**config.mk**
```make
export PLATFORM = sky130hd
export DESIGN_NAME = szflag_alu
export DESIGN_NICKNAME = d
export VERILOG_FILES = /design/src/rtl/szalu_pkg.sv /design/src/rtl/szalu_lane_adder.sv /design/src/rtl/szalu_flags.sv /design/src/rtl/szalu_merge.sv /design/src/rtl/szflag_alu.sv
export SDC_FILE = /design/constraint.sdc
export NUM_CORES = 1
export LEC_CHECK = 0
export BUFFER_PORTS_ARGS = -buffer_cell sky130_fd_sc_hd__buf_2
export CORE_ASPECT_RATIO = 0.9
export CORE_MARGIN = 2
export CORE_UTILIZATION = 51
export DETAILED_ROUTE_END_ITERATION = 8
export PLACE_DENSITY = 0.82
export REMOVE_ABC_BUFFERS = 1
export SLEW_MARGIN = 5
export SYNTH_ARGS = -nofsm -noshare
export SYNTH_HDL_FRONTEND = slang
export SYNTH_SLANG_ARGS = --single-unit
```
**constraint.sdc**
```tcl
create_clock -name clk -period 0.8 [get_ports clk]
set_input_delay 0 -clock clk [delete_from_list [all_inputs] [get_ports clk]]
set_output_delay 0 -clock clk [all_outputs]
set_load 0.05 [all_outputs]
```
**src/rtl/szalu_pkg.sv**
```systemverilog
`timescale 1ns/1ps
package szalu_pkg;
    localparam int unsigned DATA_W = 32;
    localparam int unsigned LANE_W = 8;

    typedef enum logic [1:0] {
        OP_ADD  = 2'd0,
        OP_SUB  = 2'd1,
        OP_ADDX = 2'd2,
        OP_RSVD = 2'd3
    } alu_op_e;

    typedef enum logic [1:0] {
        SZ_BYTE = 2'd0,
        SZ_WORD = 2'd1,
        SZ_LONG = 2'd2,
        SZ_RSVD = 2'd3
    } alu_sz_e;

    typedef struct packed {
        logic x;
        logic n;
        logic z;
        logic v;
        logic c;
    } ccr_t;
endpackage

```
**src/rtl/szalu_lane_adder.sv**
```systemverilog
`timescale 1ns/1ps
module szalu_lane_adder #(
    parameter int unsigned DW = 32,
    parameter int unsigned LW = 8
) (
    input  logic [DW-1:0]    a_in,
    input  logic [DW-1:0]    b_in,
    input  logic             c_in,
    output logic [DW-1:0]    sum,
    output logic [DW/LW-1:0] lane_cout
);
    localparam int unsigned LANES = DW / LW;

    for (genvar i = 0; i < LANES; i++) begin : g_lane
        logic          ci;
        logic [LW:0]   part;
        if (i == 0) begin : g_first
            assign ci = c_in;
        end else begin : g_chain
            assign ci = g_lane[i-1].part[LW];
        end
        assign part = {1'b0, a_in[i*LW +: LW]} + {1'b0, b_in[i*LW +: LW]} + {{LW{1'b0}}, ci};
        assign sum[i*LW +: LW] = part[LW-1:0];
        assign lane_cout[i]    = part[LW];
    end
endmodule

```
**src/rtl/szalu_flags.sv**
```systemverilog
`timescale 1ns/1ps
module szalu_flags
    import szalu_pkg::*;
#(
    parameter int unsigned DW = 32,
    parameter int unsigned LW = 8
) (
    input  alu_sz_e          size,
    input  logic             is_sub,
    input  logic [DW-1:0]    a_op,
    input  logic [DW-1:0]    b_op,
    input  logic [DW-1:0]    sum,
    input  logic [DW/LW-1:0] lane_cout,
    input  logic             x_old,
    input  logic             x_upd,
    output ccr_t             flags
);
    localparam int unsigned LANES = DW / LW;
    localparam int unsigned LIW   = (LANES > 1) ? $clog2(LANES) : 1;
    localparam int unsigned BW    = $clog2(DW);

    logic [BW-1:0]  msb_idx;
    logic [LIW-1:0] lane_idx;
    logic [DW-1:0]  size_mask;
    logic           sa, sb, sr, cout;

    always_comb begin
        unique case (size)
            SZ_BYTE: begin
                msb_idx   = BW'(LW - 1);
                lane_idx  = LIW'(0);
                size_mask = DW'({LW{1'b1}});
            end
            SZ_WORD: begin
                msb_idx   = BW'(2*LW - 1);
                lane_idx  = LIW'(1);
                size_mask = DW'({(2*LW){1'b1}});
            end
            default: begin
                msb_idx   = BW'(DW - 1);
                lane_idx  = LIW'(LANES - 1);
                size_mask = {DW{1'b1}};
            end
        endcase
        sa   = a_op[msb_idx];
        sb   = b_op[msb_idx];
        sr   = sum[msb_idx];
        cout = lane_cout[lane_idx];

        flags.n = sr;
        flags.z = ((sum & size_mask) == '0);
        flags.v = (sa == sb) && (sr != sa);
        flags.c = is_sub ? ~cout : cout;
        flags.x = x_upd ? flags.c : x_old;
    end
endmodule

```
**src/rtl/szalu_merge.sv**
```systemverilog
`timescale 1ns/1ps
module szalu_merge
    import szalu_pkg::*;
#(
    parameter int unsigned DW = 32,
    parameter int unsigned LW = 8
) (
    input  alu_sz_e       size,
    input  logic [DW-1:0] dst,
    input  logic [DW-1:0] sum,
    output logic [DW-1:0] merged
);
    always_comb begin
        unique case (size)
            SZ_BYTE: merged = {dst[DW-1:LW], sum[LW-1:0]};
            SZ_WORD: merged = {dst[DW-1:2*LW], sum[2*LW-1:0]};
            default: merged = sum;
        endcase
    end
endmodule

```
**src/rtl/szflag_alu.sv**
```systemverilog
`timescale 1ns/1ps
module szflag_alu
    import szalu_pkg::*;
#(
    parameter int unsigned DW = DATA_W,
    parameter int unsigned LW = LANE_W
) (
    input  logic          clk,
    input  logic          rst_n,
    input  logic [1:0]    op_sel,
    input  logic [1:0]    size_sel,
    input  logic [DW-1:0] src_opnd,
    input  logic [DW-1:0] dst_opnd,
    input  logic          x_in,
    input  logic          x_update,
    output logic [DW-1:0] result,
    output logic [4:0]    ccr_out
);
    localparam int unsigned LANES = DW / LW;

    typedef struct packed {
        logic [DW-1:0] res;
        ccr_t          fl;
    } stage_t;

    alu_op_e          op;
    alu_sz_e          sz;
    logic             is_sub;
    logic             cin;
    logic [DW-1:0]    b_op;
    logic [DW-1:0]    sum;
    logic [LANES-1:0] lane_cout;
    logic [DW-1:0]    merged;
    ccr_t             fl_new;
    stage_t           stage_d, stage_q;
    logic             primed_d, primed_q;

    always_comb begin
        op     = alu_op_e'(op_sel);
        sz     = alu_sz_e'(size_sel);
        is_sub = (op == OP_SUB);
        b_op   = is_sub ? ~src_opnd : src_opnd;
        unique case (op)
            OP_SUB:  cin = 1'b1;
            OP_ADDX: cin = x_in;
            default: cin = 1'b0;
        endcase
    end

    szalu_lane_adder #(.DW(DW), .LW(LW)) u_add (
        .a_in(dst_opnd), .b_in(b_op), .c_in(cin),
        .sum(sum), .lane_cout(lane_cout)
    );

    szalu_flags #(.DW(DW), .LW(LW)) u_flags (
        .size(sz), .is_sub(is_sub), .a_op(dst_opnd), .b_op(b_op),
        .sum(sum), .lane_cout(lane_cout), .x_old(x_in),
        .x_upd(x_update), .flags(fl_new)
    );

    szalu_merge #(.DW(DW), .LW(LW)) u_merge (
        .size(sz), .dst(dst_opnd), .sum(sum), .merged(merged)
    );

    always_comb begin
        stage_d.res = merged;
        stage_d.fl  = fl_new;
        primed_d    = 1'b1;
    end

    always_ff @(posedge clk or negedge rst_n) begin
        if (!rst_n) begin
            stage_q  <= '0;
            primed_q <= 1'b0;
        end else begin
            stage_q  <= stage_d;
            primed_q <= primed_d;
        end
    end

    assign result  = stage_q.res;
    assign ccr_out = stage_q.fl;

    AST_X_FOLLOWS_C: assert property (@(posedge clk) disable iff (!rst_n)
        (primed_q && $past(x_update)) |-> (stage_q.fl.x == stage_q.fl.c));

    AST_X_HOLD: assert property (@(posedge clk) disable iff (!rst_n)
        (primed_q && !$past(x_update)) |-> (stage_q.fl.x == $past(x_in)));

    AST_BYTE_UPPER_KEEP: assert property (@(posedge clk) disable iff (!rst_n)
        (primed_q && $past(size_sel) == 2'd0) |-> (stage_q.res[DW-1:LW] == $past(dst_opnd[DW-1:LW])));

    AST_WORD_UPPER_KEEP: assert property (@(posedge clk) disable iff (!rst_n)
        (primed_q && $past(size_sel) == 2'd1) |-> (stage_q.res[DW-1:2*LW] == $past(dst_opnd[DW-1:2*LW])));

    AST_ZERO_MATCH: assert property (@(posedge clk) disable iff (!rst_n)
        (primed_q && $past(size_sel) == 2'd0) |-> (stage_q.fl.z == (stage_q.res[LW-1:0] == '0)));

    AST_NEG_MATCH: assert property (@(posedge clk) disable iff (!rst_n)
        (primed_q && $past(size_sel) == 2'd1) |-> (stage_q.fl.n == stage_q.res[2*LW-1]));

    AST_RESET_CLEAR: assert property (@(posedge clk)
        !rst_n |-> (stage_q == '0));
endmodule

```
==> impl_metrics.py, run 1 <==
metrics = {
    "synthesis": {
        "yosysUniqueCellTypes": 41,
        "seq_area_frac_synth": 0.307,
        "post-synth-top-area-cell": "dfrtp_1",
        "synth_warnings": 0,
        "ys_ff_latch": 37,
        "synth_area_um2": 3010,
        "synth_top_area_frac": 0.307,
        "postSynthAreaPerCell_um2": 9.75,
        "syn_inst": 309,
        "ys_top_cells_by_area": "dfrtp_1, ha_1, xor2_1, mux2_2, fa_1",
    },
    "clock_tree": {
        "htreeDepth": 2,
        "cts-root-buf": "clkbuf_8",
        "cts_buffers": 5,
        "cts_sinks": 37,
        "clockBufferDepth": 2,
    },
    "die": {
        "fp-row-count": 26,
        "start_util": 0.529,
        "fp.dieH_um": 76.9,
        "io_pins": 109,
        "fp.dieW_um": 85.0,
    },
    "placement": {
        "port_buffers": 108,
        "preCtsSetupSlack_ps": -7200,
        "hpwl_mm": 6.89,
        "place.gp.congestion": 0.866,
    },
    "status": {
        "stop_stage": "5_1_grt",
        "status": "did not finish",
        "error_line": "[ERROR DPL-0038] Utilization greater than 100%, impossible to legalize",
    },
    "global_route": {
        "grt_max_degree": 38,
    },
}
synth_stat cells:
| cell | n |
|---|---|
| mux2i_1 | 1 |
| ha_1 | 30 |
| nor3_1 | 5 |
| dfrtp_1 | 37 |
| o211ai_1 | 1 |
| fa_1 | 8 |
| o22ai_1 | 2 |
| a31oi_1 | 3 |
| or3b_4 | 1 |
| mux2_2 | 18 |
| a21o_1 | 5 |
| a21oi_1 | 20 |
| o21a_1 | 4 |
| nand2b_1 | 3 |
| or2_2 | 4 |
| o221ai_1 | 1 |
| o21bai_1 | 6 |
| and2_1 | 1 |
| xnor2_1 | 13 |
| nor2_1 | 23 |
| or4_1 | 2 |
| nand3_1 | 7 |
| a21boi_0 | 1 |
| nor2b_1 | 2 |
| o41ai_1 | 1 |
| and4_1 | 1 |
| or2b_1 | 1 |
| xor2_1 | 39 |
| a211oi_1 | 8 |
| o21ai_0 | 15 |
| a211o_1 | 2 |
| inv_1 | 12 |
| o31ai_1 | 1 |
| a41o_1 | 1 |
| nor4_1 | 1 |
| nand2_1 | 13 |
| clkbuf_1 | 7 |
| a2111oi_0 | 2 |
| buf_1 | 2 |
| a311o_1 | 1 |
| or3_1 | 4 |
kinds of logic after synthesis:
group	count (synthesis)	share of synthesized area
AOI/OAI and AO/OA	74	0.157
and+or+nand+nor	68	0.110
xor gates and xnor gates	52	0.151
adders and majority gates	38	0.178
DFF	37	0.307
buffers and inverters	21	0.0262
muxes	19	0.0706
through the flow:
stage | util | TNS (ps) | hold WS [ps] | cell area (um^2) | cells
3_3_place_gp | 0.746 | -144440 | -22.1 | 4250 | 561
2_1_floorplan | - | -166650 | -296 | 2980 | 300
4_1_cts | 0.955 | -124050 | 12.5 | 5440 | 614
3_5_place_dp | 0.746 | -151950 | -14.1 | 4250 | 561
what timing repair did:
| action | 4_1_cts |
|---|---|
| setup endpoints to repair | 74 |
| resized for setup | 184 |
| pin swaps | 37 |
| buffers inserted | 31 |
| hold buffers | 18 |
| endpoints found under the hold margin | 53 |
==> inputs of run 2 (changes only) <==
--- a/config.mk
+++ b/config.mk
@@ -6,11 +6,10 @@
 export NUM_CORES = 1
 export LEC_CHECK = 0
 export BUFFER_PORTS_ARGS = -buffer_cell sky130_fd_sc_hd__buf_2
-export CORE_ASPECT_RATIO = 0.9
 export CORE_MARGIN = 2
-export CORE_UTILIZATION = 51
+export CORE_UTILIZATION = 37
 export DETAILED_ROUTE_END_ITERATION = 8
-export PLACE_DENSITY = 0.82
+export PLACE_DENSITY_LB_ADDON = 0.15
 export REMOVE_ABC_BUFFERS = 1
 export SLEW_MARGIN = 5
 export SYNTH_ARGS = -nofsm -noshare
==> run 2 against run 1 <==
Effect of this change:
- the flow now finishes, with violations (setup timing)
- area after synthesis is the same
- synthesized cell count did not move
==> impl_metrics.py, run 2 <==
metrics = {
    "status": {
        "status": "complete, but fails checks",
        "violations": "setup timing",
    },
    "finish": {
        "layout.cells.non_filler": 650,
        "syn_to_final_growth_pct": 83.5,
        "nFillCells": 598,
        "final_area_um2": 5530,
        "final_util": 0.708,
        "drive_gt1_frac": 0.575,
        "layout.nets": 657,
        "layout_commonest_cell": "buf_4",
        "antenna_cells": 0,
        "largest_reg_flops": 32,
        "mostFrequentLayoutCells": "buf_4, buf_2, buf_6, xor2_1, dfrtp_1",
    },
    "synthesis": {
        "synth.most_common_cell": "xor2_1",
        "synth_top_area_frac": 0.307,
        "ys_top_cells_by_area": "dfrtp_1, ha_1, xor2_1, mux2_2, fa_1",
        "async_reset_ff_frac": 1.00,
        "yosys.area_share.adder": 0.178,
        "synthMuxAreaShare": 0.0706,
        "synth_area_um2": 3010,
        "post-synth-top-area-cell": "dfrtp_1",
        "synth_compound_area_frac": 0.157,
        "synth_simple_gate_area_frac": 0.110,
        "yosysUniqueCellTypes": 41,
        "seq_area_frac_synth": 0.307,
        "synth_ff_type": "dfrtp_1",
        "yosys-top-cells-count": "xor2_1, dfrtp_1, ha_1",
        "syn_inst": 309,
        "synthXorXnorAreaFrac": 0.151,
        "synth_edf_count": 0,
        "synth_top_family_by_area": "adder cells",
        "ys_ff_latch": 37,
        "postSynthAreaPerCell_um2": 9.75,
        "synth_warnings": 0,
    },
    "sta": {
        "period_needed_ps": 6690,
        "fin_crit_sh": 8.36,
        "fmax_mhz": 150,
        "tightest_slew_ps": 399,
        "rsz0062_at_grt": "yes",
        "worst_hold_slack_ps": 26.8,
        "setup_violations": 74,
        "slew_headroom": 0.727,
        "maxSlewViolCount": 0,
        "finalHoldViolations": 0,
        "setup_ws_ps": -5890,
    },
    "route": {
        "route.detailed.drc": 0,
        "wirelength_mm": 9.60,
        "ant_nets": 0,
        "dr.pass1.iters": 4,
        "vias_per_cell": 4.95,
        "num_vias": 3215,
        "wl_per_cell_um": 14.8,
        "dr.first_iter.drc_count": 80,
    },
    "die": {
        "dieArea_um2": 8880,
        "start_util": 0.386,
        "fp.dieW_um": 94.3,
        "io_pins": 109,
        "fp.dieH_um": 94.3,
        "fp-row-count": 32,
        "core-area_um2": 7810,
    },
    "worst_hold_path": {
        "min_to": "result[14]",
        "min_path_cells": 3,
        "min_path_type": "in -> reg",
        "worstHoldStart": "dst_opnd[14]",
    },
    "clock_tree": {
        "cts_sinks": 37,
        "cts_tree": "done",
        "cts_buffers": 5,
        "clockBufferDepth": 2,
        "htreeDepth": 2,
        "cts-root-buf": "clkbuf_8",
        "clk_pin_slew_ps": 90,
    },
    "global_route": {
        "grt_use_total": 0.214,
        "gr-total-overflow": 0,
        "antenna_found_initial": 0,
        "grt_pass1_wl_mm": 14.9,
        "grt_max_degree": 38,
        "first_global_vias": 3314,
    },
    "placement": {
        "preCtsSetupSlack_ps": -7070,
        "port_buffers": 108,
        "place.gp.congestion": 0.859,
        "hpwl_mm": 6.82,
        "dpl_cell_area_um2": 4330,
        "placed_cells_incl_taps": 599,
    },
    "critical_path": {
        "critical_path_arrival_ps": 6940,
        "start_kind": "input port",
        "cp_common_cell": "fa_2",
        "slowest_stage": "or4_1",
        "cp-end-kind": "flip-flop",
        "cp.required_ps": 1050,
        "cp-startpoint": "op_sel[1]",
        "worstPathMaxFanout": 3,
        "worstSetupPathType": "in -> reg",
        "slowest_delay_ps": 490,
    },
    "pwr": {
        "power_density_nw_per_um2": 2130,
        "leakagePower_nw": 2.73,
        "ir_drop_mv": 1.37,
    },
    "job": {
        "cap_violations": 0,
    },
}
## run 2: cell counts after synthesis
No cell type changed its count.
## run 2: kinds of logic after synthesis
group,count (synthesis)
compound gates,74
simple gates,68
xor+xnor,52
fa+ha+maj,38
flops,37
buf+inv,21
mux,19
## run 2: worst max path at each step
stage | slack (ps) | cells after the start | end
6_report | -5890 | 36 | ccr_out[2]
5_1_grt | -6190 | 36 | ccr_out[2]
4_1_cts | -5910 | 36 | ccr_out[2]
3_5_place_dp | -7070 | 35 | ccr_out[2]
3_3_place_gp | -6800 | 35 | ccr_out[2]
2_1_floorplan | -7410 | 33 | ccr_out[2]
## run 2: metal layers
| layer | share of wire | up-vias | global-route usage |
|---|---|---|---|
| met4 | 0.015 | 0 | 0.0580 |
| li1 | - | 1573 | - |
| met5 | 0 | - | 0 |
| met2 | 0.53 | 75 | 0.389 |
| met3 | 0.038 | 18 | 0.0281 |
| met1 | 0.41 | 1549 | 0.263 |
## run 2: per-stage QoR
step	TNS, ps	power, mW
CTS	-123810	11.4
global route	-133080	12.4
global placement	-144870	8.06
detailed placement	-149370	8.11
floorplan	-166650	5.91
finish	-125430	11.8
## run 2: area by class of cell
cell class	count	area [um^2]	share of cell area
timing repair buffer	240	1900	0.344
inverter	12	50.0	0.00905
tap	102	128	0.0231
multi-input combinational	251	2410	0.435
clock buffer	5	68.8	0.0124
clock inverter	3	46.3	0.00837
sequential	37	926	0.167
## run 2: report_power, final
| group | total, mW | switching [mW] | internal [mW] |
|---|---|---|---|
| Clock | 1.75 | 0.811 | 0.934 |
| Sequential | 2.54 | 0.238 | 2.30 |
| Combinational | 7.50 | 3.88 | 3.62 |
## run 2: timing repair
| item | CTS | global route |
|---|---|---|
| hold buffers | 19 | 0 |
| setup buffers | 16 | 13 |
| hold endpoints to repair | 54 | 0 |
| gates resized for setup | 162 | 28 |
| pin swaps | 44 | 25 |
| setup endpoints to repair | 74 | 74 |
## run 2: worst max-delay path: cells and delay by family
| kind | cells | cell delay (ps) |
|---|---|---|
| adder cells (fa/ha/maj) | 9 | 2940 |
| AO/OA/AOI/OAI | 13 | 2100 |
| AND/OR/NAND/NOR | 9 | 1390 |
| buffers and inverters | 4 | 310 |
| XOR/XNOR | 1 | 180 |
Note: power is estimated with default switching activity, not from simulation.
==> inputs of run 3 (changes only) <==
==> constraint.sdc (replaced) <==
create_clock -name clk -period 5.96 [get_ports clk]
set_input_delay 0 -clock clk [delete_from_list [all_inputs] [get_ports clk]]
set_output_delay 0 -clock clk [all_outputs]
set_load 0.05 [all_outputs]
==> run 3 against run 2 <==
Effect of this change:
- the flow still finishes with violations (setup timing)
- setup slack better by 5200 ps
- total power fell by 88%
- cell area fell by 14%
- first-iteration DRC count is 48% lower
- non-clock buffer count is 47 lower
- highest routed layer unchanged
- sequential power decreased by 87%
- count of clock-buffer cells in the layout unchanged
- flip-flop and latch count unchanged
- critical path type unchanged
- die area is the same
- global-route usage shrank 0.96 points
- largest cell class unchanged
- largest power group unchanged
- critical path depth fell by 2
==> impl_metrics.py, run 3 (synthesized netlist as in run 2, its figures left out) <==
metrics = {
    "route": {
        "met1_length_mm": 3.78,
        "route.detailed.drc": 0,
        "wl_per_cell_um": 14.4,
        "ant_nets": 0,
        "num_vias": 2956,
        "wirelength_mm": 8.68,
        "vias_per_cell": 4.90,
        "wl_met2_mm": 4.42,
        "dr.first_iter.drc_count": 42,
        "dr.pass1.iters": 4,
        "highest_layer": "met4",
        "met3_length_um": 351,
    },
    "pwr": {
        "p_comb_frac": 0.591,
        "p_sw_mw": 0.606,
        "ir_drop_mv": 0.161,
        "leakagePower_nw": 2.33,
        "p_seq_frac": 0.238,
        "power_density_nw_per_um2": 288,
        "p_int_mw": 0.757,
        "swShare": 0.444,
        "power.share.clock": 0.171,
    },
    "worst_hold_path": {
        "min_path_type": "in -> reg",
        "min_path_cells": 3,
        "min_to": "result[30]",
        "worstHoldStart": "dst_opnd[30]",
    },
    "die": {
        "fp.dieH_um": 94.3,
        "fp.dieW_um": 94.3,
        "fp-row-count": 32,
        "dieArea_um2": 8880,
        "core-area_um2": 7810,
        "io_pins": 109,
        "start_util": 0.386,
    },
    "finish": {
        "layout.nets": 610,
        "drive_gt1_frac": 0.473,
        "final_util": 0.607,
        "layout.cells.non_filler": 603,
        "antenna_cells": 0,
        "layout_commonest_cell": "buf_2",
        "syn_to_final_growth_pct": 57.2,
        "largest_reg_flops": 32,
        "mostFrequentLayoutCells": "buf_2, buf_4, xor2_1, dfrtp_1, ha_1",
    },
    "critical_path": {
        "cp_num_buf_inv": 4,
        "critical_path_arrival_ps": 6930,
        "path_depth": 34,
        "crit_family": "adder cells",
        "cp-end-kind": "flip-flop",
        "start_kind": "input port",
        "slowest_delay_ps": 420,
        "worstPathMaxFanout": 3,
        "cp.required_ps": 6200,
        "slowest_stage": "fa_2",
        "worstSetupPathType": "in -> reg",
        "cp_common_cell": "fa_2",
    },
    "clock_tree": {
        "clockBufferDepth": 2,
        "cts_buffers": 5,
        "cts_tree": "done",
        "clk_pin_slew_ps": 90,
        "cts_sinks": 37,
        "cts-root-buf": "clkbuf_8",
        "htreeDepth": 2,
    },
    "placement": {
        "placed_cells_incl_taps": 550,
        "preCtsSetupSlack_ps": -1750,
        "hpwl_mm": 6.34,
        "port_buffers": 108,
        "place.gp.congestion": 0.827,
    },
    "global_route": {
        "grt_use_total": 0.204,
        "grt_max_degree": 38,
        "grt_pass1_wl_mm": 14.1,
        "antenna_found_initial": 0,
        "first_global_vias": 3058,
        "gr-total-overflow": 0,
    },
    "sta": {
        "setup_violations": 9,
        "worst_hold_slack_ps": 38.9,
        "tightest_slew_ps": 867,
        "period_needed_ps": 6680,
        "rsz0062_at_grt": "yes",
        "fmax_mhz": 150,
        "slew_headroom": 0.420,
        "maxSlewViolCount": 0,
        "fin_crit_sh": 1.12,
        "setup_ws_ps": -721,
        "finalHoldViolations": 0,
    },
    "status": {
        "violations": "setup timing",
        "status": "complete, but fails checks",
    },
    "job": {
        "cap_violations": 0,
    },
}
[run 3: cell count changes in the layout (fill, tap and decap cells not counted), sizes merged]
| cell | previous run | this run |
|---|---|---|
| dlygate4sd3 | 19 | 26 |
| buf | 221 | 167 |
[run 3: area by class of cell]
class / instances / area, um^2
Clock buffer: 5 / 68.8
Clock inverter: 3 / 46.3
Fill cell: 679 / 3070
Inverter: 12 / 50.0
Multi-Input combinational cell: 251 / 2250
Sequential cell: 37 / 926
Tap cell: 102 / 128
Timing Repair Buffer: 193 / 1270
[run 3: power by group through the flow]
stage / logic [mW] / registers [mW] / clock network, mW
floorplan: 0.253 / 0.540 / 0
global placement: 0.687 / 0.330 / 0
detailed placement: 0.691 / 0.330 / 0
CTS: 0.791 / 0.325 / 0.238
global route: 0.867 / 0.329 / 0.245
finish: 0.805 / 0.324 / 0.233
[run 3: worst max-delay path by stage]
stage / slack [ps] / startpoint / endpoint
final: -720 / op_sel[1] / ccr_out[2]
after global routing: -1080 / op_sel[1] / ccr_out[2]
after CTS: -940 / op_sel[0] / ccr_out[2]
after detailed placement: -1750 / op_sel[1] / ccr_out[2]
after global placement: -1610 / op_sel[1] / ccr_out[2]
after floorplan: -2250 / op_sel[1] / ccr_out[2]
[run 3: metrics by stage]
| stage | instance area (um^2) | total power, mW | TNS (ps) |
|---|---|---|---|
| floorplan | 2980 | 0.793 | -19000 |
| global placement | 3950 | 1.02 | -11970 |
| detailed placement | 3950 | 1.02 | -12690 |
| CTS | 4710 | 1.35 | -5340 |
| global route | 4740 | 1.44 | -6300 |
| finish | 4740 | 1.36 | -3170 |
[run 3: what timing repair did]
item / 4_1_cts / 5_1_grt
gates resized for setup: 55 / 12
setup buffers: 28 / 4
pin swaps: 32 / 27
hold buffers: 26 / 0
endpoints found under the setup margin: 12 / 13
endpoints found under the hold margin: 61 / 0
[run 3: metal layers]
| layer | track usage | up-vias |
|---|---|---|
| met5 | 0 | - |
| met3 | 0.0265 | 11 |
| met4 | 0.0640 | 0 |
| met1 | 0.257 | 1395 |
| met2 | 0.361 | 72 |
| li1 | - | 1478 |
